`src/rtl/arb_pkg.sv`:
```
package arb_pkg;

    typedef enum logic {
        CELL_IDLE   = 1'b0,
        CELL_MASTER = 1'b1
    } cell_state_e;

    localparam logic CHAIN_HEAD_LEVEL = 1'b1;

    function automatic cell_state_e cell_next(
        input cell_state_e cur,
        input logic        want,
        input logic        drop,
        input logic        link_in,
        input logic        busy
    );
        cell_state_e nxt;
        nxt = cur;
        case (cur)
            CELL_IDLE:   if (want && link_in && !busy) nxt = CELL_MASTER;
            CELL_MASTER: if (drop) nxt = CELL_IDLE;
            default:     nxt = CELL_IDLE;
        endcase
        return nxt;
    endfunction

endpackage

```
`src/rtl/arb_wired_or.sv`:
```
module arb_wired_or #(
    parameter int WIDTH = 4
) (
    input  logic [WIDTH-1:0] drivers,
    output logic             line
);
    assign line = |drivers;
endmodule

```
`src/rtl/arb_cell.sv`:
```
module arb_cell
    import arb_pkg::*;
(
    input  logic clk,
    input  logic rst,
    input  logic local_req,
    input  logic local_rel,
    input  logic link_in,
    input  logic busy_in,
    output logic grant,
    output logic link_out,
    output logic busy_drv
);
    cell_state_e state_q;
    logic        owner;
    logic        contend;

    always_ff @(posedge clk) begin
        if (rst) state_q <= CELL_IDLE;
        else     state_q <= cell_next(state_q, local_req, local_rel, link_in, busy_in);
    end

    assign owner    = (state_q == CELL_MASTER);
    assign contend  = local_req & ~busy_in & ~owner;
    assign link_out = link_in & ~contend & ~owner;
    assign grant    = owner;
    assign busy_drv = owner;
endmodule

```
`src/rtl/daisy_bus_arbiter.sv`:
```
module daisy_bus_arbiter
    import arb_pkg::*;
#(
    parameter int NUM_DEV = 4
) (
    input  logic               clk,
    input  logic               rst,
    input  logic [NUM_DEV-1:0] dev_req,
    input  logic [NUM_DEV-1:0] dev_rel,
    output logic [NUM_DEV-1:0] dev_grant,
    output logic               bus_busy,
    output logic               bus_request,
    output logic               chain_tail
);
    localparam int LINKS = NUM_DEV + 1;

    logic [LINKS-1:0]   link;
    logic [NUM_DEV-1:0] busy_drv;

    assign link[0] = CHAIN_HEAD_LEVEL;

    for (genvar g = 0; g < NUM_DEV; g++) begin : g_cell
        arb_cell u_cell (
            .clk       (clk),
            .rst       (rst),
            .local_req (dev_req[g]),
            .local_rel (dev_rel[g]),
            .link_in   (link[g]),
            .busy_in   (bus_busy),
            .grant     (dev_grant[g]),
            .link_out  (link[g+1]),
            .busy_drv  (busy_drv[g])
        );
    end

    arb_wired_or #(.WIDTH(NUM_DEV)) u_busy_line (
        .drivers (busy_drv),
        .line    (bus_busy)
    );

    arb_wired_or #(.WIDTH(NUM_DEV)) u_req_line (
        .drivers (dev_req),
        .line    (bus_request)
    );

    assign chain_tail = link[NUM_DEV];
endmodule

```
`config.mk`:
```
export PLATFORM = sky130hd
export DESIGN_NAME = daisy_bus_arbiter
export DESIGN_NICKNAME = d
export VERILOG_FILES = /design/src/rtl/arb_pkg.sv /design/src/rtl/arb_wired_or.sv /design/src/rtl/arb_cell.sv /design/src/rtl/daisy_bus_arbiter.sv
export SDC_FILE = /design/constraint.sdc
export NUM_CORES = 1
export LEC_CHECK = 0
export BUFFER_PORTS_ARGS = -buffer_cell sky130_fd_sc_hd__buf_2
export CORE_AREA = 2 2 39 41
export CTS_CLUSTER_SIZE = 24
export DETAILED_ROUTE_END_ITERATION = 10
export DIE_AREA = 0 0 41 43
export PLACE_DENSITY = 0.52
export RECOVER_POWER = 50
export SLEW_MARGIN = 5
export SYNTH_ARGS = -nofsm -noshare
export SYNTH_HDL_FRONTEND = slang
export SYNTH_SLANG_ARGS = --single-unit
```
`constraint.sdc`:
```
create_clock -name clk -period 4.5 [get_ports clk]
set_clock_uncertainty 0.2 [all_clocks]
set_input_delay 0.9 -clock clk [delete_from_list [all_inputs] [get_ports clk]]
set_output_delay 0.9 -clock clk [all_outputs]
set_load 0.005 [all_outputs]
```
==> results.cfg, run 1 <==
[floorplanning]
dieWidth_um = 41
ioPinCount = 17
chipHeight_um = 43
placementRows = 14
initial_utilization = 0.163
fp.coreArea_sq_um = 1380
dieArea_sq_um = 1760

[setup_path]
r2r-end = g_cell[1].u_cell.busy_drv$_SDFF_PP0_
critPathLaunch = dev_req[1]
worst-endpoint-arrival_ps = 1570
timing.critical_path.depth = 5
r2r-start = g_cell[0].u_cell.busy_drv$_SDFF_PP0_
kind_of_cell_with_the_highest_combined_delay_on_the_critical_path = simple AND/OR/NAND/NOR gates
endpoint_kind = primary output
ff2ff_path_depth = 4
crit_required_ps = 3400
startpoint_type = input pin
critical_path.slowest_cell = nor3_1
ff2ff_setup_slack_ps = 2580
critical-path-max-stage-delay_ps = 270
crit_path_cell_trace = clkbuf_1, nor3_1, nand2b_1, nor2_1, buf_2
cp.buffers_inverters = 2
worst_setup_path_type = input pin to primary output
critical_path.max_fanout = 3
setup.worst_path.end = chain_tail

[yosys]
synth_top_family_by_area = simple AND/OR/NAND/NOR gates
synth_area_per_cell_sq_um = 8.66
synth_compound_gate_area_share = 0.122
synth.largest_area_cell = dfxtp_1
synth_seq_area_share = 0.356
syn_area_sq_um = 225
synthesized_area_fraction_occupied_by_xor_and_xnor_cells = 0
synth.ff_latch_count = 4
synth_adder_area_share = 0
mappedNetlistNets = 36
synthCells = 26
yosys.cell_types.count = 12
synthSimpleGateAreaFrac = 0.339
ys_warn_count = 0
synthDominantCellAreaShare = 0.356
synth_mux_area_frac = 0
post_synth_main_area_contributors = dfxtp_1 36%, buf_4 13%, nor4_4 9.4%, nor2_1 8.3%, a32oi_1 7.8%

[timing]
relSlewSlack = 0.550
final-max-slew-violation-count = 0
setup_tns_ps = 0
worst_slew_pin_slew_ps = 669
report.final.hold_viol_count = 0
report.final.setup_viol = 0
final_critical_path_share_of_the_clock_period = 0.592
period_minus_slack_ps = 2670
fmaxAchievable_mhz = 375
grt_setup_unrepaired = no
fin_hold_ws_ps = 290

[power]
power_per_cell_area_nw_per_um2 = 337
power.leakage_nw = 0.151
vdd_drop_max_uv = 65.2

[finish]
finalNetCount = 53
final_cell_count_no_fill = 57
antenna_cells = 0
final_layout_size_suffix_gt1_frac = 0.463
largest_register_ff_count = 4
syn2layout_area_growth_pct = 33.3
final_cell_utilization_of_the_core = 0.217

[clock_network]
cts.hold.buffers_added = 0
cts-buffers-inserted = 3
clk_transition_reported_paths_ps = 40
clock_tree.buffer_depth = 2
cts_root_buf = clkbuf_4
cts-resized-gates = 0
worst_skew_pair.late_latency_ps = 240
cts_setup_buffers = 0
htree_levels = 1
cts_sinks = 4
cts_tree = yes

[route]
first_iter_violations = 1
post_drt_wl_per_cell_um = 9.26
detail_route.wirelength_um = 528
detailroute.via_count = 216
route.detailed.drc = 0
vias_per_cell = 3.79
route.antenna.remaining_nets = 0
detail_route.first_pass.iterations = 4

[global_routing]
grtUsageTotal = 0.0733
grt_pass1_wl_um = 772
grt_overflow_total = 0
number_of_global_route_vias_before_repair = 226
grt_start_max_net_pins = 5
antenna_found_initial = 0

[place]
placedCellCount = 54
gp_routability_congestion = 0.703
port_buffers = 16
place_hpwl_um = 434

[worst_hold_path]
min-delay-path-class = flip-flop to flip-flop

[run_status]
status = finished, final reports clean

[run]
max_cap_viol_count = 0
## synthesized netlist by cell type
cell type,number
nor2_1,5
a32oi_1,2
dfxtp_1,4
or4b_1,1
inv_1,2
inv_2,1
nand2b_1,2
nor4_4,1
nor3_1,1
a21oi_1,2
buf_4,4
nor2b_2,1
## worst min-delay path by stage
| stage | cells after the start | endpoint | from |
|---|---|---|---|
| after global routing | 2 | g_cell[1].u_cell.busy_drv$_SDFF_PP0_ | g_cell[1].u_cell.busy_drv$_SDFF_PP0_ |
| after CTS | 2 | g_cell[1].u_cell.busy_drv$_SDFF_PP0_ | g_cell[1].u_cell.busy_drv$_SDFF_PP0_ |
| after floorplan | 2 | g_cell[1].u_cell.busy_drv$_SDFF_PP0_ | g_cell[1].u_cell.busy_drv$_SDFF_PP0_ |
| after global placement | 2 | g_cell[1].u_cell.busy_drv$_SDFF_PP0_ | g_cell[1].u_cell.busy_drv$_SDFF_PP0_ |
| final | 2 | g_cell[1].u_cell.busy_drv$_SDFF_PP0_ | g_cell[1].u_cell.busy_drv$_SDFF_PP0_ |
| after detailed placement | 2 | g_cell[1].u_cell.busy_drv$_SDFF_PP0_ | g_cell[1].u_cell.busy_drv$_SDFF_PP0_ |
## metrics by stage
step / worst slack (ps) / area (sq um) / power [W]
2_1_floorplan: 2060 / 225 / 0.0000528
3_3_place_gp: 1830 / 295 / 0.0000604
3_5_place_dp: 1830 / 295 / 0.0000603
4_1_cts: 1820 / 318 / 0.000107
5_1_grt: 1720 / 300 / 0.000108
6_report: 1830 / 300 / 0.000101
## worst register-to-register path: cells and delay by family, from the launching register on
kind	cells	cell delay [ps]
compound gates	1	140
simple gates	2	1100
flops	1	320
buf+inv	1	80
## where the power goes
group | internal [W] | switching (W)
Clock | 0.0000299 | 0.0000149
Combinational | 0.00000882 | 0.00000849
Sequential | 0.0000376 | 0.00000145
Total | 0.0000763 | 0.0000249
## per-layer routing
| layer | part of all wire | wire length (um) | GRT usage |
|---|---|---|---|
| met1 | 0.37 | 195 | 0.0643 |
| met4 | 0 | 0 | 0.120 |
| met5 | 0 | 0 | 0 |
| met2 | 0.56 | 297 | 0.100 |
| met3 | 0.066 | 35 | 0.0157 |
## cell usage in the layout (no fill, tap or decap)
cell       n
or4b_1     1
nor2_1     5
dfxtp_1    4
clkbuf_1   2
clkbuf_4   3
nor4_1     1
inv_1      2
buf_2     14
a32oi_1    2
a21oi_1    2
nor3_1     1
inv_2      1
nand2b_1   2
nor2b_2    1
## cells by family after synthesis
kind of cell | count (synthesis)
compound gates | 4
buf+inv | 7
flops | 4
simple gates | 11
## area by class of cell
cell class	instances	area [sq um]
tap	16	20.0
inverter	3	11.3
multi-input combinational	15	88.8
sequential	4	80.1
clock buffer	3	22.5
fill	164	1080
timing repair buffer	16	77.6
Note: power is estimated with default switching activity, not from simulation.
==> run 2, diff against run 1 <==
- clock period: 4.5 -> 2.6 ns (I/O delays scaled with it)
==> run 2 against run 1 <==
Effect of this change: count of clock-buffer cells in the layout unchanged; non-clock buffer count stayed put; wire length increased by 2.5%; sequential share of layout area fell by 0.11 points; worst hold slack improved by 1.2 ps; cell count stayed put; clock power is 71% higher; via count increased by 3.7%; first-iteration DRC count is 100% higher; total power grew 73%; combinational power is 77% higher.
==> results.cfg, run 2 (synthesis gave the netlist of run 1 again) <==
[clock_network]
worst_skew_pair.late_latency_ps = 240
htree_levels = 1
cts_sinks = 4
cts_root_buf = clkbuf_4
cts_setup_buffers = 0
clk_transition_reported_paths_ps = 40
cts-buffers-inserted = 3
cts_tree = yes
clock_tree.buffer_depth = 2
cts-resized-gates = 0
cts.hold.buffers_added = 0

[route]
first_iter_violations = 2
route.antenna.remaining_nets = 0
post_drt_wl_per_cell_um = 9.49
vias_per_cell = 3.93
route.detailed.drc = 0
detail_route.first_pass.iterations = 4
detailroute.via_count = 224
detail_route.wirelength_um = 541

[floorplanning]
initial_utilization = 0.163
placementRows = 14
ioPinCount = 17
dieArea_sq_um = 1760
fp.coreArea_sq_um = 1380
dieWidth_um = 41
chipHeight_um = 43

[power]
power.leakage_nw = 0.152
vdd_drop_max_uv = 150
power_per_cell_area_nw_per_um2 = 581

[setup_path]
critical_path.slowest_cell = nor4_1
crit_required_ps = 1880
critical_path.max_fanout = 4
worst-endpoint-arrival_ps = 1470
endpoint_kind = primary output
kind_of_cell_with_the_highest_combined_delay_on_the_critical_path = simple AND/OR/NAND/NOR gates
crit_path_cell_trace = nor4_1, inv_2, nor2_1, buf_2
critical-path-max-stage-delay_ps = 620
ff2ff_setup_slack_ps = 680
timing.critical_path.depth = 4
startpoint_type = flip-flop
cp.buffers_inverters = 2
ff2ff_path_depth = 4
worst_setup_path_type = flip-flop to primary output

[place]
gp_routability_congestion = 0.662
port_buffers = 16
place_hpwl_um = 449
placed_cell_area_sq_um = 295

[finish]
stdcell_area_sq_um = 302
finalNetCount = 53
largest_register_ff_count = 4
mostFrequentLayoutCell = buf_2
final_cell_utilization_of_the_core = 0.218
syn2layout_area_growth_pct = 33.9
final_layout_size_suffix_gt1_frac = 0.488
most-common-layout-cells = 15 x buf_2, 5 x nor2_1, 4 x dfxtp_1
antenna_cells = 0

[global_routing]
number_of_global_route_vias_before_repair = 202
antenna_found_initial = 0
grt_pass1_wl_um = 800
grtUsageTotal = 0.0783
grt_overflow_total = 0
grt_start_max_net_pins = 5

[timing]
relSlewSlack = 0.545
period_minus_slack_ps = 2190
worst_slew_pin_slew_ps = 676
final_critical_path_share_of_the_clock_period = 0.843
setup_tns_ps = 0
final-max-slew-violation-count = 0
report.final.setup_viol = 0
fmaxAchievable_mhz = 456
fin_hold_ws_ps = 292
report.final.hold_viol_count = 0
grt_setup_unrepaired = no

[run]
max_cap_viol_count = 0

[worst_hold_path]
min_delay_path_depth = 2
min-delay-path-class = flip-flop to flip-flop

[run_status]
status = finished, final reports clean
run 2: power by group:
group | internal (W) | switching (W)
Sequential | 0.0000651 | 0.00000266
Combinational | 0.0000156 | 0.0000150
Clock | 0.0000516 | 0.0000252
Total | 0.000132 | 0.0000428
run 2: per-stage QoR:
| step | total power, W | instances | worst slack [ps] |
|---|---|---|---|
| after CTS | 0.000184 | 57 | 643 |
| after floorplan | 0.0000914 | 26 | 922 |
| final | 0.000175 | 57 | 408 |
| after global routing | 0.000192 | 57 | 293 |
| after global placement | 0.000105 | 54 | 735 |
| after detailed placement | 0.000105 | 54 | 697 |
run 2: final timing paths:
path                                          endpoint                            startpoint
setup / recovery                            chain_tail  g_cell[0].u_cell.busy_drv$_SDFF_PP0_
hold / removal    g_cell[1].u_cell.busy_drv$_SDFF_PP0_  g_cell[1].u_cell.busy_drv$_SDFF_PP0_
setup reg to reg  g_cell[1].u_cell.busy_drv$_SDFF_PP0_  g_cell[0].u_cell.busy_drv$_SDFF_PP0_
hold reg to reg   g_cell[1].u_cell.busy_drv$_SDFF_PP0_  g_cell[1].u_cell.busy_drv$_SDFF_PP0_
run 2: final cells by class:
class	count	area [sq um]
fill	163	1080
multi-input combinational	15	88.8
sequential	4	80.1
timing repair buffer	16	78.8
clock buffer	3	22.5
tap	16	20.0
inverter	3	11.3
run 2: metal layers:
layer	vias to the layer above	GRT usage	share of wire
li1	114	-	-
met1	100	0.0675	0.41
met2	10	0.103	0.50
met3	0	0.0628	0.081
met4	0	0.0800	0
met5	-	0	0
run 2: worst min-delay path: stages, from the launching register on:
cell      delay (ps)
dfxtp_1          320
nand2b_1          70
a21oi_1           50
==> run 3, diff against run 2 <==
- clock period: 2.6 -> 2.3 ns (I/O delays scaled with it)
==> run 3 against run 2 <==
Effect of this change: combinational power up 25%; via count up 0.89%; core utilization is 0.99 points higher; clock power grew 10%; wire length rose by 1.8%; count of clock-buffer cells in the layout did not move; non-clock buffer count did not move; worst hold slack worse by 45 ps; sequential power rose by 16%; cell count is the same; critical path depth unchanged; critical path type unchanged; largest cell class unchanged; largest power group unchanged.
==> results.cfg, run 3 (synthesis gave the netlist of run 1 again) <==
[run_status]
status = finished, final reports clean

[finish]
largest_register_ff_count = 4
most-common-layout-cells = 14 x buf_2, 5 x nor2_1, 4 x dfxtp_1
antenna_cells = 0
final_cell_utilization_of_the_core = 0.228
mostFrequentLayoutCell = buf_2
syn2layout_area_growth_pct = 40.0
final_layout_size_suffix_gt1_frac = 0.488
finalNetCount = 53
final_cell_count_no_fill = 57

[route]
route.detailed.drc = 0
detail_route.wirelength_um = 551
post_drt_wl_per_cell_um = 9.67
first_iter_violations = 1
detailroute.via_count = 226
vias_per_cell = 3.96
route.antenna.remaining_nets = 0
detail_route.first_pass.iterations = 3

[place]
port_buffers = 16
placedCellCount = 54
gp_routability_congestion = 0.687
place_hpwl_um = 464

[setup_path]
endpoint_kind = primary output
r2r-start = g_cell[0].u_cell.busy_drv$_SDFF_PP0_
critical_path.max_fanout = 4
startpoint_type = flip-flop
crit_required_ps = 1640
worst-endpoint-arrival_ps = 1240
worst_setup_path_type = flip-flop to primary output
critPathLaunch = g_cell[0].u_cell.busy_drv$_SDFF_PP0_

[clock_network]
cts_sinks = 4
worst_skew_pair.late_latency_ps = 230
cts-resized-gates = 0
cts_root_buf = clkbuf_4
clk_transition_reported_paths_ps = 40
cts.hold.buffers_added = 0
cts_tree = yes
htree_levels = 1
cts-buffers-inserted = 3
cts_setup_buffers = 0
clock_tree.buffer_depth = 2

[floorplanning]
placementRows = 14
dieArea_sq_um = 1760
chipHeight_um = 43
ioPinCount = 17
fp.coreArea_sq_um = 1380
initial_utilization = 0.163
dieWidth_um = 41

[global_routing]
antenna_found_initial = 0
grt_overflow_total = 0
grt_start_max_net_pins = 5
grtUsageTotal = 0.0734
grt_pass1_wl_um = 786
number_of_global_route_vias_before_repair = 219

[power]
vdd_drop_max_uv = 198
power.leakage_nw = 0.154
post-layout-total-power_w = 0.000202
power_per_cell_area_nw_per_um2 = 640

[timing]
report.final.setup_viol = 0
setup_tns_ps = 0
fmaxAchievable_mhz = 527
report.final.hold_viol_count = 0
fin_hold_ws_ps = 247
period_minus_slack_ps = 1900
final_critical_path_share_of_the_clock_period = 0.824
grt_setup_unrepaired = no
worst_slew_pin_slew_ps = 323
relSlewSlack = 0.783
final-max-slew-violation-count = 0

[run]
max_cap_viol_count = 0

[worst_hold_path]
hold_start = rst
min-delay-path-class = input pin to flip-flop
## run 3: path summary, 6_finish.rpt
| kind | end | slack (ps) | cells past startpoint |
|---|---|---|---|
| setup / recovery | chain_tail | 400 | 4 |
| hold / removal | g_cell[1].u_cell.busy_drv$_SDFF_PP0_ | 250 | 2 |
| setup reg to reg | g_cell[1].u_cell.busy_drv$_SDFF_PP0_ | 610 | 4 |
| hold reg to reg | g_cell[1].u_cell.busy_drv$_SDFF_PP0_ | 320 | 2 |
## run 3: report_power, final
| part | total (W) | leakage [nW] | internal, W | switching [W] |
|---|---|---|---|---|
| Sequential | 0.0000787 | 0.0327 | 0.0000736 | 0.00000502 |
| Combinational | 0.0000384 | 0.107 | 0.0000209 | 0.0000175 |
| Clock | 0.0000846 | 0.0138 | 0.0000582 | 0.0000264 |
## run 3: worst max-delay path, cell delays in order, from the launching register on
cell and delay [ps]:
dfxtp_1 340, nor4_4 380, inv_2 70, nor2_1 100, buf_2 110
## run 3: layer usage
metal / wire length [um] / global-route usage / vias up
met5: 0 / 0 / -
met4: 14 / 0.100 / 0
met3: 34 / 0.0157 / 2
met2: 287 / 0.109 / 8
met1: 215 / 0.0645 / 100
li1: - / - / 116
## run 3: per-stage QoR
stage	instance area [sq um]	setup WS (ps)
after global routing	315	316
after CTS	318	391
after floorplan	225	709
after detailed placement	295	533
final	315	404
after global placement	295	552
## run 3: area by class of cell
cell class / count / area (sq um)
fillers: 174 / 1070
multi-input cells: 15 / 104
flip-flops and latches: 4 / 80.1
repair buffers: 16 / 77.6
clock buffers: 3 / 22.5
well taps: 16 / 20.0
inverters: 3 / 11.3
